===== src/rtl/pcm_clkgen_pkg.sv =====
// Shared widths, field positions and the control word type.
// The field order of ctl_t is fixed because software decodes it.
package pcm_clkgen_pkg;
    localparam int DIV_W   = 9;
    localparam int CTL_W   = 2 * DIV_W + 2;
    localparam int EN_BIT  = CTL_W - 1;
    localparam int SEL_BIT = CTL_W - 2;

    typedef struct packed {
        logic             run_en;
        logic             src_bus;
        logic [DIV_W-1:0] bit_div;
        logic [DIV_W-1:0] frm_div;
    } ctl_t;
endpackage


===== src/rtl/pcm_clkgen_ctl.sv =====
// Control word register.
// Stores the low CTL_W bits of every write; reserved upper bits read as zero.
// Assumes BUS_W > CTL_W.
module pcm_clkgen_ctl
    import pcm_clkgen_pkg::*;
#(
    parameter int BUS_W = 32
) (
    input  logic             clk,
    input  logic             rst_n,
    input  logic             wr_en_i,
    input  logic [BUS_W-1:0] wr_data_i,
    output ctl_t             ctl_o,
    output logic [BUS_W-1:0] rdata_o
);
    localparam int RSVD_W = BUS_W - CTL_W;

    ctl_t ctl_q;

    // Capture the control fields on a write.
    always_ff @(posedge clk) begin
        if (!rst_n) begin
            ctl_q <= '0;
        end else if (wr_en_i) begin
            ctl_q <= ctl_t'(wr_data_i[CTL_W-1:0]);
        end
    end

    assign ctl_o   = ctl_q;
    assign rdata_o = {{RSVD_W{1'b0}}, ctl_q};

    AST_RSVD_DROPPED: assert property (@(posedge clk) disable iff (!rst_n)
        (wr_en_i && |wr_data_i[BUS_W-1:CTL_W]) |=> (rdata_o[BUS_W-1:CTL_W] == '0));
    AST_WRITE_STORED: assert property (@(posedge clk) disable iff (!rst_n)
        wr_en_i |=> (rdata_o[CTL_W-1:0] == $past(wr_data_i[CTL_W-1:0])));
endmodule


===== src/rtl/pcm_clkgen_bdiv.sv =====
// Bit clock divider.
// Counts source ticks and toggles the bit clock after div+1 ticks.
// The divisor is reloaded only at each toggle, or while the block is idle.
// The first cycle after enable only arms the divider.
module pcm_clkgen_bdiv
    import pcm_clkgen_pkg::*;
(
    input  logic             clk,
    input  logic             rst_n,
    input  logic             en_i,
    input  logic             tick_i,
    input  logic [DIV_W-1:0] div_i,
    output logic             run_o,
    output logic             bclk_o,
    output logic             rise_evt_o,
    output logic             rise_o
);
    logic             run_q;
    logic             bclk_q;
    logic             rise_q;
    logic [DIV_W-1:0] cnt_q;
    logic [DIV_W-1:0] act_q;
    logic             wrap;

    // A wrap is a counted tick on the last count of a half period.
    assign wrap       = run_q && tick_i && (cnt_q == act_q);
    assign rise_evt_o = wrap && !bclk_q;

    // Idle clear, arm on enable, then count ticks and toggle on wrap.
    always_ff @(posedge clk) begin
        if (!rst_n) begin
            run_q  <= 1'b0;
            bclk_q <= 1'b0;
            rise_q <= 1'b0;
            cnt_q  <= '0;
            act_q  <= '0;
        end else if (!en_i) begin
            run_q  <= 1'b0;
            bclk_q <= 1'b0;
            rise_q <= 1'b0;
            cnt_q  <= '0;
            act_q  <= div_i;
        end else if (!run_q) begin
            run_q  <= 1'b1;
            bclk_q <= 1'b0;
            rise_q <= 1'b0;
            cnt_q  <= '0;
            act_q  <= div_i;
        end else begin
            rise_q <= rise_evt_o;
            if (wrap) begin
                cnt_q  <= '0;
                bclk_q <= !bclk_q;
                act_q  <= div_i;
            end else if (tick_i) begin
                cnt_q <= cnt_q + 1'b1;
            end
        end
    end

    assign run_o  = run_q;
    assign bclk_o = bclk_q;
    assign rise_o = rise_q;

    AST_CNT_IN_RANGE: assert property (@(posedge clk) disable iff (!rst_n)
        run_q |-> (cnt_q <= act_q));
    AST_TOGGLE_ONLY_AT_WRAP: assert property (@(posedge clk) disable iff (!rst_n)
        $past(en_i && run_q && !wrap) |-> (bclk_q == $past(bclk_q)));
    AST_BIT_DIV_HELD: assert property (@(posedge clk) disable iff (!rst_n)
        $past(en_i && run_q && !wrap) |-> (act_q == $past(act_q)));
endmodule


===== src/rtl/pcm_clkgen_fdiv.sv =====
// Frame divider.
// Counts rising bit-clock edges. The strobe is high for the bit-clock
// period that starts where the count is zero.
// Assumes rise_evt_i marks the bus cycle in which the bit clock rises.
module pcm_clkgen_fdiv
    import pcm_clkgen_pkg::*;
(
    input  logic             clk,
    input  logic             rst_n,
    input  logic             en_i,
    input  logic             run_i,
    input  logic             rise_evt_i,
    input  logic [DIV_W-1:0] div_i,
    output logic             fsync_o
);
    logic [DIV_W-1:0] cnt_q;
    logic [DIV_W-1:0] act_q;
    logic             fs_q;
    logic             fwrap;

    assign fwrap = rise_evt_i && (cnt_q == act_q);

    // Clear while idle; on each rising bit-clock edge, update the strobe and count.
    always_ff @(posedge clk) begin
        if (!rst_n) begin
            cnt_q <= '0;
            act_q <= '0;
            fs_q  <= 1'b0;
        end else if (!en_i || !run_i) begin
            cnt_q <= '0;
            act_q <= div_i;
            fs_q  <= 1'b0;
        end else if (rise_evt_i) begin
            fs_q <= (cnt_q == '0);
            if (fwrap) begin
                cnt_q <= '0;
                act_q <= div_i;
            end else begin
                cnt_q <= cnt_q + 1'b1;
            end
        end
    end

    assign fsync_o = fs_q;

    AST_FRM_CNT_IN_RANGE: assert property (@(posedge clk) disable iff (!rst_n)
        (en_i && run_i) |-> (cnt_q <= act_q));
    AST_FRM_DIV_HELD: assert property (@(posedge clk) disable iff (!rst_n)
        $past(en_i && run_i && !fwrap) |-> (act_q == $past(act_q)));
endmodule


===== src/rtl/pcm_clkgen.sv =====
// PCM bit clock and frame sync generator, top level.
// Runs on the bus clock. The audio reference clock arrives as a tick qualifier.
// Selecting the bus source makes every bus cycle a tick.
module pcm_clkgen
    import pcm_clkgen_pkg::*;
#(
    parameter int BUS_W = 32
) (
    input  logic             clk,
    input  logic             rst_n,
    input  logic             aud_tick_i,
    input  logic             wr_en_i,
    input  logic [BUS_W-1:0] wr_data_i,
    output logic [BUS_W-1:0] ctl_rdata_o,
    output logic             bclk_o,
    output logic             bclk_rise_o,
    output logic             fsync_o
);
    ctl_t ctl;
    logic src_tick;
    logic run;
    logic rise_evt;

    pcm_clkgen_ctl #(.BUS_W(BUS_W)) u_ctl (
        .clk       (clk),
        .rst_n     (rst_n),
        .wr_en_i   (wr_en_i),
        .wr_data_i (wr_data_i),
        .ctl_o     (ctl),
        .rdata_o   (ctl_rdata_o)
    );

    // Source select: the bus clock ticks every cycle; the audio clock ticks on aud_tick_i.
    assign src_tick = ctl.src_bus ? 1'b1 : aud_tick_i;

    pcm_clkgen_bdiv u_bdiv (
        .clk        (clk),
        .rst_n      (rst_n),
        .en_i       (ctl.run_en),
        .tick_i     (src_tick),
        .div_i      (ctl.bit_div),
        .run_o      (run),
        .bclk_o     (bclk_o),
        .rise_evt_o (rise_evt),
        .rise_o     (bclk_rise_o)
    );

    pcm_clkgen_fdiv u_fdiv (
        .clk        (clk),
        .rst_n      (rst_n),
        .en_i       (ctl.run_en),
        .run_i      (run),
        .rise_evt_i (rise_evt),
        .div_i      (ctl.frm_div),
        .fsync_o    (fsync_o)
    );

    AST_IDLE_QUIET: assert property (@(posedge clk) disable iff (!rst_n)
        !ctl.run_en |=> (!bclk_o && !fsync_o && !bclk_rise_o));
    AST_SYNC_ON_RISE: assert property (@(posedge clk) disable iff (!rst_n)
        $rose(fsync_o) |-> $rose(bclk_o));
    AST_RISE_PULSE: assert property (@(posedge clk) disable iff (!rst_n)
        bclk_rise_o |-> (bclk_o && !$past(bclk_o)));
endmodule


===== config.mk =====
export PLATFORM = sky130hd
export DESIGN_NAME = pcm_clkgen
export DESIGN_NICKNAME = d
export VERILOG_FILES = /design/src/rtl/pcm_clkgen_pkg.sv /design/src/rtl/pcm_clkgen_ctl.sv /design/src/rtl/pcm_clkgen_bdiv.sv /design/src/rtl/pcm_clkgen_fdiv.sv /design/src/rtl/pcm_clkgen.sv
export SDC_FILE = /design/constraint.sdc
export NUM_CORES = 1
export LEC_CHECK = 0
export CAP_MARGIN = 20
export CORE_MARGIN = 2
export CORE_UTILIZATION = 53
export CTS_CLUSTER_SIZE = 40
export DETAILED_ROUTE_END_ITERATION = 7
export GPL_ROUTABILITY_DRIVEN = 0
export PLACE_DENSITY = 0.95
export SYNTH_ARGS = -nofsm -noshare
export SYNTH_HDL_FRONTEND = slang
export SYNTH_SLANG_ARGS = --single-unit

===== constraint.sdc =====
create_clock -name clk -period 2.6 [get_ports clk]
set_input_delay 0.26 -clock clk [delete_from_list [all_inputs] [get_ports clk]]
set_output_delay 0.26 -clock clk [all_outputs]
set_load 0.005 [all_outputs]

==> impl_metrics.py <==
metrics = {
    "timing": {
        "period_minus_slack_ns": 1.79,
        "max_freq_mhz": 558,
        "finalSetupViolCount": 0,
        "finalCritPeriodShare_pct": 69.0,
        "slew_violations": 0,
        "final-hold-violation-count": 0,
        "timing.setup.tns_ns": 0,
        "rsz0062_at_grt": "false",
        "finalWorstSetupSlack_ns": 0.807,
        "worstMarginPinSlew_ns": 0.857,
        "slew_headroom_pct": 42.8,
        "skew_ns": 0.00807,
    },
    "synthesis": {
        "synth.distinct_cells": 35,
        "avgSynthCellArea_um2": 8.68,
        "synth_area_um2": 2820,
        "synthFlopType": "dfxtp_1",
        "yosysTopAreaCellShare_pct": 42.6,
        "async_flop_share_pct": 0,
        "syn_inst": 325,
        "yosysSeqAreaShare_pct": 42.6,
        "synth_area_leaders": "dfxtp_1, mux2i_1, xor2_1, nor2_1, nand3_1",
        "ys_top_cells_by_count": "dfxtp_1, nor2_1, nand2_1",
        "synth-seq-cells": 60,
        "yosysTopAreaCell": "dfxtp_1",
        "ys_warn_count": 0,
        "synth_edf_count": 0,
        "post-synth-top-count-cell": "dfxtp_1",
    },
    "layout": {
        "nNetsFinal": 407,
        "syn2layout_area_growth_pct": 22.9,
        "finish.instance_area_um2": 3470,
        "fin_util_pct": 67.9,
        "fill_cells": 396,
        "layout-drive-gt1-share_pct": 7.77,
        "antenna_cells": 0,
    },
    "clock_network": {
        "cts_inserted_buffers": 9,
        "clock_latency_ns": 0.34,
        "cts-resized-gates": 0,
        "ctsHoldBuffers": 0,
        "cts_max_level": 3,
        "clockRootBuffer": "clkbuf_8",
        "cts_max_path_buffers": 2,
        "clkSinkCount": 60,
        "cts.reportedPaths.clkPinSlew_ns": 0.07,
        "tritoncts": "built",
        "post_cts_buffers": 0,
    },
    "floorplanning": {
        "core_um2": 5110,
        "boundaryPins": 71,
        "fp.dieW_um": 77.0,
        "die_y_um": 77.0,
        "core.rowCount": 26,
        "start_util_pct": 55.2,
        "dieArea_um2": 5920,
    },
    "worst_setup_path": {
        "r2r_start": "u_bdiv.cnt_q[4]",
        "crit_start": "u_bdiv.cnt_q[4]",
        "arrival_ns": 2.03,
        "timing.rr.end": "u_fdiv.fsync_o",
        "cp-start-kind": "register",
        "critPathRequiredTime_ns": 2.84,
        "path_max_fanout": 7,
        "crit_path_end_kind": "register",
        "r2r_slack_ns": 0.81,
        "critPathKind": "reg -> reg",
        "reg2regPathDepth": 6,
    },
    "power": {
        "swShare_pct": 24.7,
        "cellInternalPower_mw": 1.50,
        "clkPwrFrac_pct": 41.0,
        "total_power_mw": 1.99,
        "pwr-share-comb_pct": 10.1,
        "pwr-share-seq_pct": 48.9,
        "irDropWorstVdd_mv": 0.693,
        "p_sw_mw": 0.493,
        "p_leak_nw": 1.38,
        "p_per_area_nw_per_um2": 575,
    },
    "routing": {
        "viasPerCell": 5.36,
        "post_drt_wl_per_cell_um": 14.0,
        "ant_nets": 0,
        "drt-initial-drc-count": 295,
        "vias": 2375,
        "drt_wl_total_um": 6200,
        "drtPass1Iterations": 4,
        "drc": 0,
    },
    "grt": {
        "grt_pass1_wl_um": 10300,
        "grt_pass1_vias": 2249,
        "grt_remaining_overflow": 0,
        "track_usage_pct": 21.9,
        "grt_max_degree": 30,
        "grt_antenna_before_repair": 0,
    },
    "min_path": {
        "hold-path-endpoint": "u_fdiv.act_q[5]",
        "hold_depth": 2,
        "timing.hold.worst.start": "u_ctl.ctl_o[5]",
        "hold_path_class": "reg -> reg",
    },
    "placed_design": {
        "pre_cts_ws_ns": 0.559,
        "hpwl_um": 4440,
        "place_area_um2": 3270,
        "buffer_ports.inserted": 46,
    },
    "status": {
        "status": "complete, no violations",
    },
    "job": {
        "max_cap_violations": 0,
    },
}
## cells by family (layout without fill, tap and decap cells)
logic type               Yosys count  in the layout  synth area share, %
AND/OR/NAND/NOR                  125            125                 21.1
flip-flops                        60             60                 42.6
AO/OA/AOI/OAI                     41             41                 8.20
buffers and inverters             38             75                 7.63
multiplexers                      31             31                 11.0
XOR/XNOR                          26             26                 8.07
adder cells (fa/ha/maj)            3              3                 1.33
other                              1             12                0.133
## placed cells by master (no fill, tap or decap), drive strengths merged
cell and n:
a21oi 20, a2bb2oi 4, and2 2, and3 4, and4 1, and4b 1
buf 8, bufinv 1, clkbuf 10, clkdlybuf4s50 46, clkinv 4, clkinvlp 1
conb 12, dfxtp 60, ha 3, inv 5, mux2i 31, nand2 33
nand2b 1, nand3 25, nand3b 1, nand4 1, nor2 41, nor3 4
nor4 8, o2111ai 2, o21ai 15, or2 1, or4 2, xnor2 4
xor2 22
## worst max path at each step
stage,to,depth (start not counted),slack [ns]
after floorplan,u_fdiv.cnt_q[2],5,0.98
after global placement,u_fdiv.cnt_q[2],6,0.58
after detailed placement,u_fdiv.cnt_q[2],6,0.56
after CTS,u_bdiv.cnt_q[5],6,0.80
after global routing,u_fdiv.cnt_q[0],6,0.65
final,u_fdiv.fsync_o,6,0.81
## sequential cells by signal (all words and copies together), names as in the netlist
name            count
u_fdiv.act_q        9
u_bdiv.run_o        1
u_bdiv.bclk_o       1
u_fdiv.cnt_q        9
u_bdiv.act_q        9
u_bdiv.rise_o       1
u_ctl.ctl_o        20
u_bdiv.cnt_q        9
u_fdiv.fsync_o      1
## area by class of cell
| class | count | area, um2 | area share, % |
|---|---|---|---|
| multi-input combinational | 238 | 1450 | 41.7 |
| sequential | 60 | 1200 | 34.6 |
| timing repair buffer | 54 | 520 | 15.0 |
| clock buffer | 10 | 128 | 3.68 |
| tap | 70 | 87.6 | 2.53 |
| clock inverter | 6 | 65.1 | 1.88 |
| inverter | 5 | 18.8 | 0.541 |
## layer usage
metal | global-route usage, % | share of wire [%] | vias to the layer above
met5 | 0 | 0 | -
met4 | 8.91 | 2.0 | 0
met3 | 5.53 | 6.3 | 10
met2 | 38.1 | 50 | 89
met1 | 25.7 | 42 | 1108
li1 | - | - | 1168
## stage by stage
step           hold slack, ns  instances
5_1_grt                 0.488        443
3_3_place_gp            0.458        427
3_5_place_dp            0.467        427
2_1_floorplan           0.408        336
4_1_cts                 0.475        443
6_report                0.472        443
## worst max-delay path, cell delays in order (launching register included)
cell     delay, ns
dfxtp_1       0.42
xor2_1        0.13
nor4_2        0.37
and4_1        0.32
buf_4         0.18
mux2i_1       0.20
nor2_1        0.05
## power by group through the flow
stage	clock, mW	combinational [mW]	sequential (mW)
floorplan	0	0.124	0.990
global placement	0	0.191	0.993
detailed placement	0	0.199	0.994
CTS	0.825	0.202	0.974
global route	0.864	0.217	0.978
finish	0.819	0.201	0.975
No activity file was read; power rests on OpenSTA's default activity.
